## src/rtl/vtc_pkg.sv

```systemverilog
package vtc_pkg;
  typedef enum logic [1:0] {
    ST_IDLE   = 2'd0,
    ST_REFILL = 2'd1,
    ST_WRITE  = 2'd2,
    ST_FLUSH  = 2'd3
  } vtc_state_e;
endpackage

```

## src/rtl/vtc_ctrl.sv

```systemverilog
module vtc_ctrl
  import vtc_pkg::*;
#(
  parameter int unsigned LINES = 64,
  parameter int unsigned IDX_W = $clog2(LINES)
) (
  input  logic             clk_i,
  input  logic             rst_ni,
  input  logic             cpu_req_i,
  input  logic             cpu_we_i,
  input  logic             hit_i,
  input  logic             flush_i,
  input  logic             mem_ack_i,
  output vtc_state_e       state_o,
  output logic             ready_o,
  output logic             accept_o,
  output logic             flush_go_o,
  output logic [IDX_W-1:0] walk_idx_o
);
  localparam logic [IDX_W-1:0] LAST_IDX = IDX_W'(LINES - 1);

  vtc_state_e       state_q;
  logic [IDX_W-1:0] walk_q;

  // purge wins over a simultaneous lookup
  assign ready_o    = (state_q == ST_IDLE) && !flush_i;
  assign accept_o   = ready_o && cpu_req_i;
  assign flush_go_o = (state_q == ST_IDLE) && flush_i;
  assign state_o    = state_q;
  assign walk_idx_o = walk_q;

  always_ff @(posedge clk_i or negedge rst_ni) begin
    if (!rst_ni) begin
      state_q <= ST_IDLE;
      walk_q  <= '0;
    end else begin
      unique case (state_q)
        ST_IDLE: begin
          if (flush_i) begin
            state_q <= ST_FLUSH;
            walk_q  <= '0;
          end else if (cpu_req_i) begin
            if (cpu_we_i)    state_q <= ST_WRITE;
            else if (!hit_i) state_q <= ST_REFILL;
          end
        end
        ST_REFILL, ST_WRITE: begin
          if (mem_ack_i) state_q <= ST_IDLE;
        end
        ST_FLUSH: begin
          if (walk_q == LAST_IDX) state_q <= ST_IDLE;
          walk_q <= walk_q + 1'b1;
        end
        default: state_q <= ST_IDLE;
      endcase
    end
  end
endmodule

```

## src/rtl/vtc_tag_store.sv

```systemverilog
module vtc_tag_store #(
  parameter int unsigned LINES = 64,
  parameter int unsigned TAG_W = 24,
  parameter int unsigned PID_W = 8,
  parameter int unsigned IDX_W = $clog2(LINES)
) (
  input  logic             clk_i,
  input  logic             rst_ni,
  input  logic [IDX_W-1:0] lk_idx_i,
  input  logic [TAG_W-1:0] lk_tag_i,
  input  logic [PID_W-1:0] lk_pid_i,
  output logic             hit_o,
  input  logic             fill_i,
  input  logic [IDX_W-1:0] fill_idx_i,
  input  logic [TAG_W-1:0] fill_tag_i,
  input  logic [PID_W-1:0] fill_pid_i,
  input  logic             inv_i,
  input  logic [IDX_W-1:0] inv_idx_i,
  input  logic [PID_W-1:0] inv_pid_i
);
  logic [LINES-1:0] valid_q, valid_d;
  logic [TAG_W-1:0] tag_q [LINES];
  logic [PID_W-1:0] pid_q [LINES];
  logic [LINES-1:0] own_match;

  // per-line owner compare against the purge ID
  for (genvar g = 0; g < LINES; g++) begin : g_own
    assign own_match[g] = valid_q[g] && (pid_q[g] == inv_pid_i);
  end

  assign hit_o = valid_q[lk_idx_i] && (tag_q[lk_idx_i] == lk_tag_i) &&
                 (pid_q[lk_idx_i] == lk_pid_i);

  always_comb begin
    valid_d = valid_q;
    if (inv_i && own_match[inv_idx_i]) valid_d[inv_idx_i] = 1'b0;
    if (fill_i) valid_d[fill_idx_i] = 1'b1;
  end

  always_ff @(posedge clk_i or negedge rst_ni) begin
    if (!rst_ni) valid_q <= '0;
    else         valid_q <= valid_d;
  end

  always_ff @(posedge clk_i) begin
    if (fill_i) begin
      tag_q[fill_idx_i] <= fill_tag_i;
      pid_q[fill_idx_i] <= fill_pid_i;
    end
  end
endmodule

```

## src/rtl/vtc_data_store.sv

```systemverilog
module vtc_data_store #(
  parameter int unsigned LINES  = 64,
  parameter int unsigned DATA_W = 32,
  parameter int unsigned IDX_W  = $clog2(LINES)
) (
  input  logic              clk_i,
  input  logic              we_i,
  input  logic [IDX_W-1:0]  widx_i,
  input  logic [DATA_W-1:0] wdata_i,
  input  logic [IDX_W-1:0]  ridx_i,
  output logic [DATA_W-1:0] rdata_o
);
  logic [DATA_W-1:0] word_q [LINES];

  always_ff @(posedge clk_i) begin
    if (we_i) word_q[widx_i] <= wdata_i;
  end

  assign rdata_o = word_q[ridx_i];
endmodule

```

## src/rtl/vtc_cache.sv

```systemverilog
module vtc_cache
  import vtc_pkg::*;
#(
  parameter int unsigned ADDR_W = 30,
  parameter int unsigned DATA_W = 32,
  parameter int unsigned PID_W  = 8,
  parameter int unsigned LINES  = 64
) (
  input  logic              clk_i,
  input  logic              rst_ni,
  input  logic              cpu_req_i,
  input  logic              cpu_we_i,
  input  logic [ADDR_W-1:0] cpu_addr_i,
  input  logic [DATA_W-1:0] cpu_wdata_i,
  input  logic [PID_W-1:0]  cpu_pid_i,
  output logic              cpu_ready_o,
  output logic              cpu_rvalid_o,
  output logic [DATA_W-1:0] cpu_rdata_o,
  input  logic              flush_i,
  input  logic [PID_W-1:0]  flush_pid_i,
  output logic              busy_o,
  output logic              mem_req_o,
  output logic              mem_we_o,
  output logic [ADDR_W-1:0] mem_addr_o,
  output logic [DATA_W-1:0] mem_wdata_o,
  input  logic              mem_ack_i,
  input  logic [DATA_W-1:0] mem_rdata_i
);
  localparam int unsigned IDX_W = $clog2(LINES);
  localparam int unsigned TAG_W = ADDR_W - IDX_W;

  vtc_state_e        state;
  logic              ready, accept, flush_go, hit;
  logic [IDX_W-1:0]  walk_idx;
  logic [DATA_W-1:0] line_word;
  logic              read_hit, write_hit, refill_done;

  logic [ADDR_W-1:0] addr_q;
  logic [PID_W-1:0]  pid_q, fpid_q;
  logic [DATA_W-1:0] wdata_q, rdata_q;
  logic              rvalid_q;

  wire [IDX_W-1:0] cpu_idx = cpu_addr_i[IDX_W-1:0];
  wire [TAG_W-1:0] cpu_tag = cpu_addr_i[ADDR_W-1:IDX_W];
  wire [IDX_W-1:0] q_idx   = addr_q[IDX_W-1:0];
  wire [TAG_W-1:0] q_tag   = addr_q[ADDR_W-1:IDX_W];

  assign read_hit    = accept && !cpu_we_i && hit;
  assign write_hit   = accept && cpu_we_i && hit;
  assign refill_done = (state == ST_REFILL) && mem_ack_i;

  vtc_ctrl #(.LINES(LINES), .IDX_W(IDX_W)) ctrl_i (
    .clk_i     (clk_i),
    .rst_ni    (rst_ni),
    .cpu_req_i (cpu_req_i),
    .cpu_we_i  (cpu_we_i),
    .hit_i     (hit),
    .flush_i   (flush_i),
    .mem_ack_i (mem_ack_i),
    .state_o   (state),
    .ready_o   (ready),
    .accept_o  (accept),
    .flush_go_o(flush_go),
    .walk_idx_o(walk_idx)
  );

  vtc_tag_store #(.LINES(LINES), .TAG_W(TAG_W), .PID_W(PID_W), .IDX_W(IDX_W)) tags_i (
    .clk_i     (clk_i),
    .rst_ni    (rst_ni),
    .lk_idx_i  (cpu_idx),
    .lk_tag_i  (cpu_tag),
    .lk_pid_i  (cpu_pid_i),
    .hit_o     (hit),
    .fill_i    (refill_done),
    .fill_idx_i(q_idx),
    .fill_tag_i(q_tag),
    .fill_pid_i(pid_q),
    .inv_i     (state == ST_FLUSH),
    .inv_idx_i (walk_idx),
    .inv_pid_i (fpid_q)
  );

  vtc_data_store #(.LINES(LINES), .DATA_W(DATA_W), .IDX_W(IDX_W)) data_i (
    .clk_i  (clk_i),
    .we_i   (write_hit || refill_done),
    .widx_i (refill_done ? q_idx : cpu_idx),
    .wdata_i(refill_done ? mem_rdata_i : cpu_wdata_i),
    .ridx_i (cpu_idx),
    .rdata_o(line_word)
  );

  always_ff @(posedge clk_i or negedge rst_ni) begin
    if (!rst_ni) begin
      addr_q   <= '0;
      pid_q    <= '0;
      wdata_q  <= '0;
      fpid_q   <= '0;
      rvalid_q <= 1'b0;
      rdata_q  <= '0;
    end else begin
      if (accept) begin
        addr_q  <= cpu_addr_i;
        pid_q   <= cpu_pid_i;
        wdata_q <= cpu_wdata_i;
      end
      if (flush_go) fpid_q <= flush_pid_i;
      rvalid_q <= read_hit || refill_done;
      if (read_hit)         rdata_q <= line_word;
      else if (refill_done) rdata_q <= mem_rdata_i;
    end
  end

  assign cpu_ready_o  = ready;
  assign cpu_rvalid_o = rvalid_q;
  assign cpu_rdata_o  = rdata_q;
  assign busy_o       = (state == ST_FLUSH);
  assign mem_req_o    = (state == ST_REFILL) || (state == ST_WRITE);
  assign mem_we_o     = (state == ST_WRITE);
  assign mem_addr_o   = addr_q;
  assign mem_wdata_o  = wdata_q;
endmodule

```

## config.mk

```make
export PLATFORM = sky130hd
export DESIGN_NAME = vtc_cache
export DESIGN_NICKNAME = d
export VERILOG_FILES = /design/src/rtl/vtc_pkg.sv /design/src/rtl/vtc_ctrl.sv /design/src/rtl/vtc_tag_store.sv /design/src/rtl/vtc_data_store.sv /design/src/rtl/vtc_cache.sv
export SDC_FILE = /design/constraint.sdc
export NUM_CORES = 2
export LEC_CHECK = 0
export BUFFER_PORTS_ARGS = -buffer_cell sky130_fd_sc_hd__buf_2
export CORE_ASPECT_RATIO = 1.75
export CORE_MARGIN = 2
export CORE_UTILIZATION = 30
export CTS_BUF_LIST = sky130_fd_sc_hd__clkbuf_8
export DETAILED_ROUTE_END_ITERATION = 16
export GPL_ROUTABILITY_DRIVEN = 0
export GPL_TIMING_DRIVEN = 1
export SYNTH_ARGS = -nofsm -noshare
export SYNTH_HDL_FRONTEND = slang
export SYNTH_HIERARCHICAL = 1
export SYNTH_SLANG_ARGS = --single-unit
```

## constraint.sdc

```tcl
create_clock -name clk_i -period 6.1 [get_ports clk_i]
set_input_delay 0.915 -clock clk_i [delete_from_list [all_inputs] [get_ports clk_i]]
set_output_delay 0.915 -clock clk_i [all_outputs]
set_load 0.05 [all_outputs]
```

Yosys cells after proc, flatten, opt, wreduce, memory -nomap -nowiden

Memories as Yosys holds them, arrays and structs flattened.
Index checks and enable logic that the tools add are counted.

Output and inout bits: 99
Input port bits: 116
Memories kept: 3
Register bits after elaboration: 183
RAM bits: 4,096
Word-level logic and storage cells: 211

Memory list:

| memory        | depth | bits a word | rd ports | clocked after memory_dff | wr ports | line                 | source |
|---|---|---|---|---|---|---|---|
| data_i.word_q | 64    | 32          | 1        | 0                        | 1        | vtc_data_store.sv:13 | `logic [DATA_W-1:0] word_q [LINES];` |
| tags_i.tag_q  | 64    | 24          | 1        | 0                        | 1        | vtc_tag_store.sv:22  | `logic [TAG_W-1:0] tag_q [LINES];` |
| tags_i.pid_q  | 64    | 8           | 65       | 0                        | 1        | vtc_tag_store.sv:23  | `logic [PID_W-1:0] pid_q [LINES];` |

Eq/ne operators: 75
Reductions and logical operators: 88
Add/sub/neg operators: 1
Mux-type cells: 27
Bitwise logic cells: 3
Magnitude comparators: 5

Operator list:

| operator            | count |
|---|---|
| $eq 8x8->1          | 65 |
| $mux 64             | 2 |
| $mux 32             | 3 |
| $logic_and 1x1->1   | 77 |
| $and 64x64->64      | 1 |
| $not 64->64         | 1 |
| $or 64x64->64       | 1 |
| $eq 24x24->1        | 1 |
| $lt 6x7->1 const B  | 3 |
| $bmux 1 s6          | 2 |
| $demux 1 s6         | 2 |
| $ge 6x1->1 const B  | 2 |
| $mux 2              | 6 |
| $mux 6              | 2 |
| $pmux 6 s2          | 1 |
| $mux 1              | 8 |
| $add 6x1->6 const B | 1 |
| $eq 6x6->1 const B  | 1 |
| $ne 2x2->1 const B  | 3 |
| $pmux 2 s3          | 1 |
| $eq 2x2->1 const B  | 2 |
| $ne 4x4->1 const B  | 1 |
| $reduce_and 4->1    | 1 |
| $reduce_bool 2->1   | 2 |
| 7 further kinds     | 10 |

Longest topological paths before layout

Depth after elaboration: 9
Depth in mapped cells: 21
Gate-level depth less buffers: 14

By module

The synthesis kept the hierarchy.

Modules (own cells, without submodules):

| module         | seq. area each (um^2) | area each (um^2) | instances | cells an instance |
|---|---|---|---|---|
| vtc_tag_store  | 63,100.5              | 88,182.1         | 1         | 4,705 |
| vtc_data_store | 61,499.0              | 77,874.7         | 1         | 3,292 |
| vtc_cache      | 2,777.7               | 5,609.1          | 1         | 406 |
| vtc_ctrl       | 200.2                 | 466.7            | 1         | 50 |

Least setup slack after synthesis

No wires, ideal clock.

Path type: in2reg
Start point: input port cpu_addr_i[0]
End point: memory data_i.word_q[48][0], enable pin
Required time: 5.639 ns
Stages on the path: 18
Buffers on the path: 5
Slack: -1.133 ns
Arrival time: 6.772 ns
Setup time: 0.461 ns
Cells stage by stage: buf_6 > buf_6 > buf_6 > buf_2 > mux4_2 > a22oi_1 > nand3_1 > xnor2_1 > nand2_1 > a2111oi_2 > nand4_1 > nor4_2 > clkbuf_1 > nand3_1 > nand2_1 > nor2b_1 > nand4b_1 > nor3_1

Cells in the longest elaborated chain, start to end: 8
Elaborated cells between the ends (all ways): 13
Classes of those cells: eq/ne (2); mux (5); reduce/logical (4); memory (2)

RTL lines:

| element                                            | line                 | source |
|---|---|---|
| from (decl)                                        | vtc_cache.sv:13      | `input logic [ADDR_W-1:0] cpu_addr_i,` |
| $mem_v2 64x24 / $bmux 1 s6 (equally long branches) | -                    |  |
| $eq 24x24->1 / $mux 1 (equally long branches)      | vtc_tag_store.sv:31  | `assign hit_o = valid_q[lk_idx_i] && (tag_q[lk_idx_i] == lk_tag_i) &&` |
| $logic_and 1x1->1                                  | vtc_tag_store.sv:31  |  |
| $logic_and 1x1->1 (*)                              | vtc_tag_store.sv:31  |  |
| net hit                                            | vtc_cache.sv:33      | `logic ready, accept, flush_go, hit;` |
| $logic_and 1x1->1 (*)                              | vtc_cache.sv:49      | `assign write_hit = accept && cpu_we_i && hit;` |
| $logic_or 1x1->1 (*)                               | vtc_cache.sv:85      | `.we_i (write_hit \|\| refill_done),` |
| $mux 1 (*)                                         | vtc_data_store.sv:16 | `if (we_i) word_q[widx_i] <= wdata_i;` |
| $mux 1 (not written as such) (*)                   | vtc_data_store.sv:16 |  |
| to (decl)                                          | vtc_data_store.sv:13 |  |

Mark *: on every way through the listed nets, which the timed path passes. The rest lies on a longest branch. The select of a mux whose other input is x is not followed.

Worst setup path after layout

Start point: memory tags_i.tag_q[7][10]
End point: memory data_i.word_q[38][23], enable pin

Cells in the longest elaborated chain, start to end: 8

RTL lines:

| element                        | line |
|---|---|
| from (decl)                    | vtc_tag_store.sv:22 |
| $mem_v2 64x24                  | - |
| $eq 24x24->1                   | vtc_tag_store.sv:31 |
| $logic_and 1x1->1 (2 in a row) | vtc_tag_store.sv:31 |
| net hit                        | vtc_cache.sv:33 |
| $logic_and 1x1->1              | vtc_cache.sv:49 |
| $logic_or 1x1->1               | vtc_cache.sv:85 |
| $mux 1                         | vtc_data_store.sv:16 |
| $mux 1 (not written as such)   | vtc_data_store.sv:16 |

The timed path passes the listed nets, and every way through them passes these cells.

==> impl_metrics.toml <==
[power_and_ir_drop]
seqPwrFrac_pct = 51.1
p_switching_mw = 22.6
p_leak_nw = 65.4
pwr-share-clk_pct = 31.5
ir_drop_v = 0.000498
p_int_mw = 50.8
power_mw = 73.4
sw_frac_of_total_pct = 30.8
p_per_area_mw_per_mm2 = 361
p_comb_share_pct = 17.4

[die]
rows = 368
dieWidth_microns = 577
ioPinCount = 215
die_height_mm = 1.01
dieArea_sq_mm = 0.580
core_area_sq_mm = 0.573
start_util_pct = 30.1

[synthesis]
synth_fp_nets = 8575
ys.flop_type = "edfxtp_1"
synthTopCellsByArea = "edfxtp_1 (71%), mux4_2 (13%), dfrtp_1 (2.7%)"
synth_top_area_share_pct = 71.5
synth_edf_count = 4096
synth_cells = 8453
ys_warn_count = 6
syn_area_sq_mm = 0.172
synth-async-reset-ratio_pct = 4.28
syn_area_per_cell_sq_um = 20.4
ys_seq_area_share_pct = 74.1
yosys.area.top_type = "edfxtp_1"
synth-seq-cells = 4279
synth_cell_types = 84

[timing]
period_share_pct = 101
max_freq_mhz = 162
skew_ps = 191
hold_viol_final = 0
setup_violations = 126
slew_headroom_pct = 2.03
worst_pin_slew_ps = 1460
fin_ws_ps = -73.4
min_period_ps = 6170
drv_slew = 0
rsz0062_at_grt = "no"

[detailed_routing]
drtPass1Iterations = 8
via_per_inst = 5.37
vias = 96013
wirelength_mm = 583
wire_per_inst_microns = 32.6
first_iter_violations = 11757
drcViolationCount = 0
ant_nets = 0

[place]
post-place-cells = 16632
pre_cts_ws_ps = -947
place_hpwl_mm = 389
post_dp_cell_area_sq_mm = 0.190
port_buffers = 214

[clock_network]
post_cts_buffers = 0
clk_path_buf_depth = 4
htreeDepth = 6
cts_tree = "yes"
numCtsBuffers = 638
root_buffer = "clkbuf_8"
clk_pin_slew_ps = 70
cts_sinks = 4279
clk_latency_ps = 1340

[critical_path]
end_kind = "register"
path_max_fanout = 23
cp_data_required_time_ps = 6960
r2r-start = "tags_i/tag_q[7][10]"
crit_arrival_ps = 7030
cp_slowest_stage_delay_ps = 600
path_delay_family = "simple AND/OR/NAND/NOR gates"
r2r_cells = 18
critPathSlowestCell = "or4_1"
r2r_slack_ps = -70
worstSetupPathType = "reg -> reg"
timing.rr.end = "data_i/word_q[38][23]"
cp-start-kind = "register"
worstPathBufferInverterCount = 5
critical_path.cell_chain = "mux4_2 -> a32oi_1 -> nand4_1 -> a211oi_2 -> xor2_1 -> buf_4 -> o21ai_0 -> or4_1 -> nor4_4 -> buf_4 -> nand3_1 -> nand2_1 -> nor2b_1 -> buf_4 -> nand3_1 -> buf_12 -> nor2_4 -> buf_12"
cp_common_cell = "buf_4"

[global_routing]
grt_pass1_wl_mm = 794
grt-ovfl-total = 0
grt_max_degree = 140
gr-usage-all-layers_pct = 19.6
antenna_found_initial = 35
first_global_vias = 98612

[layout]
final_cells = 17891
fin_nets = 9888
layout_common_cells = "edfxtp_1 (4096), mux4_2 (986), buf_4 (707)"
layout-drive-gt1-share_pct = 32.7
layout_commonest_cell = "edfxtp_1"
area_delta_synth_final_pct = 18.2
fin_area_sq_mm = 0.203

[hold_path]
hold_class = "in -> async"

[outcome]
status = "finished, violations left"
violations = "capacitance limit, setup timing"

[job]
maxCapViolCount = 1
layout make-up:
class / count / area (sq um)
Fill cell: 53117 / 369000
Sequential cell: 4279 / 128000
Multi-Input combinational cell: 3658 / 43100
Timing Repair Buffer: 1173 / 10700
Tap cell: 7585 / 9490
Clock buffer: 662 / 9110
Clock inverter: 501 / 3260
Inverter: 16 / 60.1
Antenna cell: 17 / 42.5
through the flow:
step	util (%)	hold WS (ps)	setup TNS [ps]
finish	35.5	128	-3610
global route	35.5	55.1	0
CTS	35.5	6.50	0
detailed placement	33.2	490	-1597850
global placement	33.2	485	-1756940
floorplan	-	475	-305190
cells in the mapped netlist (15+ instances only):
library cell  count
mux2_2           96
nor2b_1          35
a21bo_2          64
o22ai_1         143
a31oi_2          30
buf_2           196
o31ai_1          15
dfrtp_1         183
mux4_2          986
o221ai_1         32
nand4_1          72
nand3_1         103
a22o_1           15
xnor2_1         218
buf_4            70
buf_1            44
nand2_1         140
nand2b_1         22
nor4_1           73
xor2_1          325
a22oi_1         132
a221oi_1         26
and4bb_2         22
buf_6            32
and2_1           15
a21oi_1         102
nor3_1           54
o21ai_0         157
mux2i_1         285
a31oi_1          36
nor2_1          255
clkbuf_1        157
edfxtp_1       4096
how the worst max path moves through the flow:
stage | cells after the start | to | start | slack [ps]
CTS | 18 | data_i/word_q[32][23] | tags_i/tag_q[7][10] | 210
global placement | 23 | data_i/word_q[22][0] | cpu_addr_i[0] | -1060
finish | 18 | data_i/word_q[38][23] | tags_i/tag_q[7][10] | -70
floorplan | 18 | data_i/word_q[62][0] | cpu_addr_i[0] | -380
global route | 18 | data_i/word_q[32][23] | tags_i/tag_q[7][10] | 10
detailed placement | 23 | data_i/word_q[22][0] | cpu_addr_i[0] | -950
worst reg2reg max path, stage by stage (launching register included):
cell,delay (ps)
edfxtp_1,360
mux4_2,490
a32oi_1,480
nand4_1,360
a211oi_2,280
xor2_1,410
buf_4,230
o21ai_0,70
or4_1,600
nor4_4,610
buf_4,240
nand3_1,80
nand2_1,340
nor2b_1,220
buf_4,160
nand3_1,170
buf_12,230
nor2_4,160
buf_12,200
cell families after synthesis:
kind of cell               Yosys count  share of synthesized area, %
AOI/OAI and AO/OA                  861                          3.57
xor gates and xnor gates           543                          2.76
adders and majority gates            6                        0.0436
buffers and inverters              516                          1.57
DFF                               4279                          74.1
muxes                             1373                          15.3
and+or+nand+nor                    875                          2.66
routing by layer:
metal / up-vias / share of wire (%) / global-route usage, %
met3: 1644 / 8.0 / 3.92
met1: 50877 / 33 / 21.0
li1: 37826 / - / -
met4: 8 / 9.0 / 14.7
met5: - / 0.010 / 0
met2: 5658 / 50 / 34.0
state kept, by name, indices dropped and copies added, names as in the netlist:
| name | cells |
|---|---|
| fpid_q | 8 |
| tags_i/tag_q | 1536 |
| mem_addr_o | 30 |
| data_i/word_q | 2048 |
| tags_i/pid_q | 512 |
| cpu_rvalid_o | 1 |
| ctrl_i/state_o | 2 |
| pid_q | 8 |
| mem_wdata_o | 32 |
| ctrl_i/walk_idx_o | 6 |
| tags_i/valid_q | 64 |
| cpu_rdata_o | 32 |
power by group through the flow:
stage          clock network [mW]  registers (mW)  logic, mW
2_1_floorplan                   0            38.8       5.38
3_3_place_gp                    0            38.0       12.4
3_5_place_dp                    0            38.1       12.7
4_1_cts                      23.5            37.5       12.7
5_1_grt                      24.7            37.5       13.3
6_report                     23.1            37.5       12.8
repair_timing:
| action | in CTS | in global routing |
|---|---|---|
| resized for setup | 0 | 0 |
| hold endpoints to repair | 119 | 0 |
| hold buffers | 79 | 0 |
Power figures use the tool's default switching activity.
